[config.mk]
export PLATFORM = sky130hd
export DESIGN_NAME = greg_cmd_if
export DESIGN_NICKNAME = d
export VERILOG_FILES = /design/src/rtl/gcr_pkg.sv /design/src/rtl/greg_parser.sv /design/src/rtl/greg_regs.sv /design/src/rtl/greg_strobes.sv /design/src/rtl/greg_cmd_if.sv
export SDC_FILE = /design/constraint.sdc
export NUM_CORES = 1
export LEC_CHECK = 0
export BUFFER_PORTS_ARGS = -buffer_cell sky130_fd_sc_hd__buf_2
export CORE_ASPECT_RATIO = 1.1
export CORE_UTILIZATION = 40
export DETAILED_ROUTE_END_ITERATION = 16
export GPL_TIMING_DRIVEN = 0
export PLACE_DENSITY = 0.73
export SLEW_MARGIN = 20
export SYNTH_ARGS = -nofsm -noshare
export SYNTH_HDL_FRONTEND = slang
export SYNTH_SLANG_ARGS = --single-unit
[constraint.sdc]
create_clock -name clk -period 1.55 [get_ports clk]
set_input_delay 0.2325 -clock clk [delete_from_list [all_inputs] [get_ports clk]]
set_output_delay 0.2325 -clock clk [all_outputs]
set_load 0.02 [all_outputs]
[src/rtl/gcr_pkg.sv]
package gcr_pkg;

  localparam int BYTE_W = 8;
  localparam int ADDR_W = 7;
  localparam int NUM_STROBE = 3;

  localparam logic [ADDR_W-1:0] A_VERSION = 7'h20;
  localparam logic [ADDR_W-1:0] A_NOP     = 7'h20;
  localparam logic [ADDR_W-1:0] A_IRQCLR  = 7'h21;
  localparam logic [ADDR_W-1:0] A_LOCRST  = 7'h22;
  localparam logic [ADDR_W-1:0] A_CHIPRST = 7'h23;
  localparam logic [ADDR_W-1:0] A_CLKSEL  = 7'h24;

  // strobe slot indices
  localparam int S_IRQ  = 0;
  localparam int S_LOC  = 1;
  localparam int S_CHIP = 2;

  typedef enum logic [1:0] {
    PS_CMD  = 2'd0,
    PS_DATA = 2'd1,
    PS_RESP = 2'd2
  } parse_st_e;

  function automatic logic [ADDR_W-1:0] strobe_addr(input int idx);
    case (idx)
      S_IRQ:   return A_IRQCLR;
      S_LOC:   return A_LOCRST;
      default: return A_CHIPRST;
    endcase
  endfunction

  function automatic logic all_ones(input logic [BYTE_W-1:0] d);
    return &d;
  endfunction

  function automatic logic is_write_cmd(input logic [BYTE_W-1:0] d);
    return d[BYTE_W-1];
  endfunction

endpackage

[src/rtl/greg_parser.sv]
module greg_parser
  import gcr_pkg::*;
(
  input  logic                 clk,
  input  logic                 rst_n,
  input  logic                 byte_valid_i,
  input  logic [BYTE_W-1:0]    byte_data_i,
  output logic                 byte_ready_o,
  output logic                 rd_fire_o,
  output logic [ADDR_W-1:0]    rd_addr_o,
  output logic                 wr_fire_o,
  output logic [ADDR_W-1:0]    wr_addr_o,
  output logic [BYTE_W-1:0]    wr_data_o
);

  parse_st_e          state_q, state_d;
  logic [ADDR_W-1:0]  cmd_addr_q;
  logic               accept;

  assign byte_ready_o = (state_q != PS_RESP);
  assign accept       = byte_valid_i && byte_ready_o;

  assign rd_fire_o = accept && (state_q == PS_CMD) && !is_write_cmd(byte_data_i);
  assign rd_addr_o = byte_data_i[ADDR_W-1:0];
  assign wr_fire_o = accept && (state_q == PS_DATA);
  assign wr_addr_o = cmd_addr_q;
  assign wr_data_o = byte_data_i;

  always_comb begin
    state_d = state_q;
    case (state_q)
      PS_CMD: begin
        if (accept) state_d = is_write_cmd(byte_data_i) ? PS_DATA : PS_RESP;
      end
      PS_DATA: begin
        if (accept) state_d = PS_CMD;
      end
      default: state_d = PS_CMD;
    endcase
  end

  always_ff @(posedge clk or negedge rst_n) begin
    if (!rst_n) begin
      state_q    <= PS_CMD;
      cmd_addr_q <= '0;
    end else begin
      state_q <= state_d;
      if (accept && (state_q == PS_CMD)) cmd_addr_q <= byte_data_i[ADDR_W-1:0];
    end
  end

endmodule

[src/rtl/greg_regs.sv]
module greg_regs
  import gcr_pkg::*;
#(
  parameter logic [BYTE_W-1:0] VERSION_VAL = 8'h01,
  parameter int FAST_W = 2,
  parameter int SLOW_W = 4
) (
  input  logic                 clk,
  input  logic                 rst_n,
  input  logic                 rd_fire_i,
  input  logic [ADDR_W-1:0]    rd_addr_i,
  input  logic                 wr_fire_i,
  input  logic [ADDR_W-1:0]    wr_addr_i,
  input  logic [BYTE_W-1:0]    wr_data_i,
  input  logic                 chip_clear_i,
  output logic                 rd_valid_o,
  output logic [BYTE_W-1:0]    rd_data_o,
  output logic [FAST_W-1:0]    fast_sel_o,
  output logic [SLOW_W-1:0]    slow_sel_o
);

  localparam int SEL_W = FAST_W + SLOW_W;

  logic [SEL_W-1:0]  sel_q;
  logic              sel_write;
  logic [BYTE_W-1:0] rd_value;
  logic              rd_valid_q;
  logic [BYTE_W-1:0] rd_data_q;

  assign sel_write = wr_fire_i && (wr_addr_i == A_CLKSEL);

  always_comb begin
    case (rd_addr_i)
      A_VERSION: rd_value = VERSION_VAL;
      A_CLKSEL:  rd_value = BYTE_W'(sel_q);
      default:   rd_value = '0;
    endcase
  end

  always_ff @(posedge clk or negedge rst_n) begin
    if (!rst_n) begin
      sel_q      <= '0;
      rd_valid_q <= 1'b0;
      rd_data_q  <= '0;
    end else begin
      if (chip_clear_i)   sel_q <= '0;
      else if (sel_write) sel_q <= wr_data_i[SEL_W-1:0];
      rd_valid_q <= rd_fire_i;
      if (rd_fire_i) rd_data_q <= rd_value;
    end
  end

  assign rd_valid_o = rd_valid_q;
  assign rd_data_o  = rd_data_q;
  assign fast_sel_o = sel_q[SEL_W-1:SLOW_W];
  assign slow_sel_o = sel_q[SLOW_W-1:0];

endmodule

[src/rtl/greg_strobes.sv]
module greg_strobes
  import gcr_pkg::*;
(
  input  logic                  clk,
  input  logic                  rst_n,
  input  logic                  wr_fire_i,
  input  logic [ADDR_W-1:0]     wr_addr_i,
  input  logic [BYTE_W-1:0]     wr_data_i,
  output logic [NUM_STROBE-1:0] hit_o,
  output logic [NUM_STROBE-1:0] pulse_o
);

  for (genvar i = 0; i < NUM_STROBE; i++) begin : g_strobe
    logic pulse_q;
    assign hit_o[i] = wr_fire_i && (wr_addr_i == strobe_addr(i)) && all_ones(wr_data_i);
    always_ff @(posedge clk or negedge rst_n) begin
      if (!rst_n) pulse_q <= 1'b0;
      else        pulse_q <= hit_o[i];
    end
    assign pulse_o[i] = pulse_q;
  end

endmodule

[src/rtl/greg_cmd_if.sv]
module greg_cmd_if
  import gcr_pkg::*;
#(
  parameter logic [7:0] VERSION_VAL = 8'h01,
  parameter int FAST_W = 2,
  parameter int SLOW_W = 4
) (
  input  logic              clk,
  input  logic              rst_n,
  input  logic              byte_valid_i,
  input  logic [7:0]        byte_data_i,
  output logic              byte_ready_o,
  output logic              rd_valid_o,
  output logic [7:0]        rd_data_o,
  output logic              irq_clear_o,
  output logic              local_reset_o,
  output logic              chip_reset_o,
  output logic [FAST_W-1:0] fast_sel_o,
  output logic [SLOW_W-1:0] slow_sel_o
);

  // internal events, named for the checker
  logic                  rd_fire;
  logic [ADDR_W-1:0]     rd_addr;
  logic                  wr_fire;
  logic [ADDR_W-1:0]     wr_addr;
  logic [BYTE_W-1:0]     wr_data;
  logic [NUM_STROBE-1:0] strobe_hit;
  logic [NUM_STROBE-1:0] strobe_pulse;

  greg_parser u_parser (
    .clk          (clk),
    .rst_n        (rst_n),
    .byte_valid_i (byte_valid_i),
    .byte_data_i  (byte_data_i),
    .byte_ready_o (byte_ready_o),
    .rd_fire_o    (rd_fire),
    .rd_addr_o    (rd_addr),
    .wr_fire_o    (wr_fire),
    .wr_addr_o    (wr_addr),
    .wr_data_o    (wr_data)
  );

  greg_strobes u_strobes (
    .clk       (clk),
    .rst_n     (rst_n),
    .wr_fire_i (wr_fire),
    .wr_addr_i (wr_addr),
    .wr_data_i (wr_data),
    .hit_o     (strobe_hit),
    .pulse_o   (strobe_pulse)
  );

  greg_regs #(
    .VERSION_VAL (VERSION_VAL),
    .FAST_W      (FAST_W),
    .SLOW_W      (SLOW_W)
  ) u_regs (
    .clk          (clk),
    .rst_n        (rst_n),
    .rd_fire_i    (rd_fire),
    .rd_addr_i    (rd_addr),
    .wr_fire_i    (wr_fire),
    .wr_addr_i    (wr_addr),
    .wr_data_i    (wr_data),
    .chip_clear_i (strobe_hit[S_CHIP]),
    .rd_valid_o   (rd_valid_o),
    .rd_data_o    (rd_data_o),
    .fast_sel_o   (fast_sel_o),
    .slow_sel_o   (slow_sel_o)
  );

  assign irq_clear_o   = strobe_pulse[S_IRQ];
  assign chip_reset_o  = strobe_pulse[S_CHIP];
  assign local_reset_o = strobe_pulse[S_LOC] | strobe_pulse[S_CHIP];

endmodule

Yosys cells after proc, flatten, opt, wreduce, memory -nomap -nowiden
Cells that the tools add are included.
Widths: inputs -> output; s select.
{"block": "totals", "ff_bits": 27, "input_bits": 11, "out_inout_bits": 19, "elab_cells": 42}
{"block": "classes", "n_eq_ne": 10, "muxes": 7, "bitwise_logic": 1, "n_reduce_logical": 16}
{"op": "$eq 7x6->1 const B", "count": 6}
{"op": "$mux 6", "count": 2}
{"op": "$pmux 6 s2", "count": 1}
{"op": "$logic_and 1x1->1", "count": 11}
{"op": "$reduce_and 8->1", "count": 1}
{"op": "$mux 2", "count": 3}
{"op": "$ne 2x1->1 const B", "count": 2}
{"op": "$pmux 2 s2", "count": 1}
{"op": "$eq 2x1->1 const B", "count": 1}
{"op": "$logic_not 2->1", "count": 1}
{"op": "$ne 2x2->1 const B", "count": 1}
{"op": "$reduce_and 2->1", "count": 1}
{"op": "$reduce_bool 2->1", "count": 1}
{"op": "$logic_not 1->1", "count": 1}
{"op": "$or 1x1->1", "count": 1}

Longest topological paths before layout
{"block": "depth", "depth_word": 6, "mapped_depth": 5, "ltp_nobuf": 4}

Modules after synthesis
Synthesis repeated with hierarchy kept, for this count alone.
{"block": "unflattened", "cells_unflattened": 106, "hier_area_um2": 1271.2}
{"mod": "greg_regs", "instances": 1, "cells_each": 51, "area_each_um2": 613.1}
{"mod": "greg_parser", "instances": 1, "cells_each": 39, "area_each_um2": 483.0}
{"mod": "greg_strobes", "instances": 1, "cells_each": 15, "area_each_um2": 168.9}
{"mod": "greg_cmd_if", "instances": 1, "cells_each": 1, "area_each_um2": 6.3}

Worst setup path before layout
No wires, ideal clock.
{"block": "synth_timing", "path_type": "reg-to-reg", "from": "register u_parser.state_q[1]", "to": "register u_strobes.g_strobe[0].pulse_q", "setup_time_ps": 80, "t_arrival_ps": 1376, "required_time_ps": 1470, "setup_slack_ps": 94, "path_stages_with_launch": 5, "path_buffers": 0, "synth_period_minus_slack_ps": 1456, "cell_sequence": "dfrtp_1 > and4bb_1 > nand3_2 > or3_4 > nor3b_2"}
{"block": "synth_via", "elab_chain_len": 5}
{"element": "from (decl)", "line": "greg_parser.sv:16", "source": "parse_st_e state_q, state_d;"}
{"element": "from (signal assigned)", "line": "greg_parser.sv:47", "source": "state_q <= state_d;"}
{"element": "$ne 2x2->1", "line": "greg_parser.sv:20", "source": "assign byte_ready_o = (state_q != PS_RESP);"}
{"element": "$logic_and 1x1->1", "line": "greg_parser.sv:21", "source": "assign accept = byte_valid_i && byte_ready_o;"}
{"element": "$logic_and 1x1->1 (*)", "line": "greg_parser.sv:25", "source": "assign wr_fire_o = accept && (state_q == PS_DATA);"}
{"element": "$logic_and 1x1->1 (*) (2 in series)", "line": "greg_strobes.sv:15", "source": "assign hit_o[i] = wr_fire_i && (wr_addr_i == strobe_addr(i)) && all_ones(wr_data_i);"}
{"element": "via strobe_hit[0]", "line": "greg_cmd_if.sv:28", "source": "logic [NUM_STROBE-1:0] strobe_hit;"}
{"element": "to (signal assigned)", "line": "greg_strobes.sv:18", "source": "else pulse_q <= hit_o[i];"}
{"element": "to (decl)", "line": "greg_strobes.sv:14", "source": "logic pulse_q;"}
Mark *: on every way through the listed nets, which the timed path passes. The rest lies on a longest branch.
A chain may end at the register's enable or synchronous reset.

Worst setup path after layout
{"block": "layout_timing", "from": "register u_parser.state_q[1]", "to": "register u_strobes.g_strobe[1].pulse_q"}
{"block": "layout_via", "elab_chain_len": 5}
{"element": "$ne 2x2->1", "line": "greg_parser.sv:20"}
{"element": "$logic_and 1x1->1", "line": "greg_parser.sv:21"}
{"element": "$logic_and 1x1->1 (*)", "line": "greg_parser.sv:25"}
{"element": "$logic_and 1x1->1 (*) (2 in series)", "line": "greg_strobes.sv:15"}
{"element": "via strobe_hit[1]", "line": "greg_cmd_if.sv:28"}
{"element": "to (signal assigned)", "line": "greg_strobes.sv:18"}
{"element": "to (decl)", "line": "greg_strobes.sv:14"}
Marked as above.

==> run summary <==
Status: finished clean
Worst-Skew Late Latency: 0.31 ns
PwrDens: 921 nW/um^2
Critical path class: flip-flop to flip-flop
VDD IR max: 725 uV
Hold Crit Class: primary input to flip-flop
Die Height: 56.8 um
Met3 routed WL: 94 um
Syn-to-layout area delta: 25.2%
HP Start: byte_data_i[6]
Worst Path Max Fanout: 3
Synthesized area: 1090 um^2
CORE AREA: 2540 um^2
Hold path depth: 2
Post-Route WL: 2040 um
Highest clock rate: 652 MHz
Most common cell after layout, fill and taps aside: buf_2
Fin crit share: 99.0%
CP max stage cell: dfrtp_2
Crit path max-delay family: simple AND/OR/NAND/NOR gates
Final setup viols: 0
Clock slew at reported path FFs: 0.13 ns
Count of pins over their slew limit: 0
Via/cell ratio: 5.01
Layout Utilization: 53.8%
Chip width: 51.9 um
Cell count after synthesis: 83
Via count: 771
Pleak: 0.752 nW
Number of port buffers: 27
Drt first pass iters: 4
CTS H-tree lvls: 1
CTS tree: done
Worst setup SP type: flip-flop
RSZ-0062 raised after global routing: yes
Max transition margin: 64.4%
Starting Density: 43.0%
Worst path arrival time: 1.77 ns
Antenna Violating Nets Remaining: 0
Fin Clk Skew: 0.00732 ns
Clk root buf: clkbuf_4
CTS buffer count: 3
Yosys cell types: 26
Diodes inserted: 0
Slowest Stage Delay on Critical Path: 0.44 ns
End of the worst register-to-register path: u_strobes.g_strobe[1].pulse_q
Slew at the pin closest to its max-slew limit: 0.534 ns
Pre-CTS setup slack: -0.0748 ns
XOR/XNOR share of the synthesized area: 0%
Synth Warn #: 0
Total track usage: 15.3%
Critical register-to-register path startpoint: u_parser.state_q[1]
Most frequent cells in the layout: 27 x buf_2, 24 x dfrtp_1, 10 x nor2_1, 9 x buf_4, 8 x mux2_2
Element type at the critical path end: flip-flop
Hpwl dp: 1480 um
IO Pins: 30
Synth Area in Adders: 0%
Largest family of logic cells by synthesized area: simple AND/OR/NAND/NOR gates
GPL Wtd Cong: 0.829
Max Cap Violations: 0
Routed len/inst: 13.2 um
Max layer used: met4
Std-Cell Rows: 19
1st-iter DRT viols: 7
Met2 WL: 967 um
Initial antenna violation count: 0
CP cell instances: and4bb_1 > nand3_2 > or3_4 > nor3b_2
CP bufs+invs: 0
Largest net degree at the start of global routing: 26
Layout cell share with drive strength beyond 1: 47.2%
WP data required: 1.79 ns
Hold Path Sink: u_parser.wr_addr_o[6]
FF-to-FF path depth: 4
NumNets Final: 135
Mux cell area share after synthesis: 13.7%
Final setup margin: 0.0157 ns
DRT met1 WL: 935 um
Drt drc: 0
Global-route wire length before repair: 3370 um
Clock sinks: 25
Vias in the first global route: 743
Sequential area share after synthesis: 57.2%
Compound-Gate Fraction of Synth Area: 4.69%
Die area: 2950 um^2
Fin. Hold Viols: 0
Maximum clock path buffer count: 2
Seq cells post-synth: 25
Avg Cell Area, Syn: 13.2 um^2
GRT overflow: 0
Simple-gate share of the synthesized area: 21.2%
Fin crit period: 1.53 ns
Flop2flop setup slack: 0.02 ns
## per-stage QoR
| stage | total power [mW] | TNS, ns | hold slack, ns | instances | area [um^2] |
|---|---|---|---|---|---|
| after global routing | 1.33 | -0.281 | 0.182 | 154 | 1370 |
| final | 1.26 | 0 | 0.187 | 154 | 1370 |
| after detailed placement | 0.969 | -0.406 | 0.243 | 142 | 1270 |
| after floorplan | 0.894 | 0 | -0.0631 | 84 | 1100 |
| after CTS | 1.26 | 0 | 0.176 | 149 | 1330 |
| after global placement | 0.961 | -0.268 | 0.233 | 142 | 1270 |
## report_power, final
part	total [mW]	switching, mW	internal (mW)
logic	0.227	0.114	0.112
clock network	0.278	0.182	0.0964
registers	0.756	0.0467	0.709
total	1.26	0.343	0.918
## Yosys cell counts (all sizes together)
cell,count,area share [%]
dfrtp,25,57
nor2,10,3.4
mux2,8,8.2
mux2i,6,5.5
a22o,5,4.0
nor3b,4,4.7
buf,3,1.8
inv,3,1.0
nand2,3,1.0
nand2b,2,1.1
nand3,2,1.4
nand3b,2,1.4
nor4,2,2.5
and4,1,0.80
and4bb,1,1.1
conb,1,0.34
nand4,1,0.57
nor3,1,1.5
o31ai,1,0.69
or2,1,0.57
or3,1,1.0
## sequential cells by signal, indices dropped and copies added, names as in the netlist
| register | flops |
|---|---|
| u_regs.sel_q | 6 |
| u_parser.wr_addr_o | 7 |
| u_regs.rd_data_o | 6 |
| u_regs.rd_valid_o | 1 |
| u_parser.state_q | 2 |
| u_strobes.g_strobe.pulse_q | 3 |
## cell families after synthesis
family	Yosys count
other	1
flip-flops	25
AO/OA/AOI/OAI	6
AND/OR/NAND/NOR	31
multiplexers	14
buffers and inverters	6
## routing by layer
| layer | vias up | track usage (%) |
|---|---|---|
| met1 | 367 | 21.0 |
| met2 | 26 | 23.3 |
| met4 | 0 | 6.95 |
| met5 | - | 0 |
| li1 | 374 | - |
| met3 | 4 | 2.44 |
## worst reg2reg max path, delay by kind of cell (launching register included)
kind	cells	cell delay [ns]
AND/OR/NAND/NOR	4	1.03
flip-flops	1	0.44
## repair_timing
item	4_1_cts	5_1_grt
gates resized for setup	1	3
pin swaps	1	9
setup buffers	2	5
hold endpoints to repair	25	0
hold buffers	1	0
setup endpoints to repair	13	13
## worst max-delay path by stage
stage                                     to                 from  cells after the start
2_1_floorplan  u_strobes.g_strobe[0].pulse_q  u_parser.state_q[1]                      4
5_1_grt        u_strobes.g_strobe[1].pulse_q  u_parser.state_q[1]                      4
3_5_place_dp             u_regs.rd_data_o[3]  u_parser.state_q[0]                      5
4_1_cts        u_strobes.g_strobe[0].pulse_q  u_parser.state_q[1]                      4
6_report       u_strobes.g_strobe[1].pulse_q  u_parser.state_q[1]                      4
3_3_place_gp             u_regs.rd_data_o[3]  u_parser.state_q[0]                      5
## layout make-up
class                           count  area (um^2)
Buffer                              3         26.3
Clock buffer                        3         22.5
Clock inverter                      1         5.00
Fill cell                         224         1170
Inverter                            3         11.3
Multi-Input combinational cell     53          440
Sequential cell                    25          627
Tap cell                           31         38.8
Timing Repair Buffer               35          198
(Power assumes the default switching activity.)
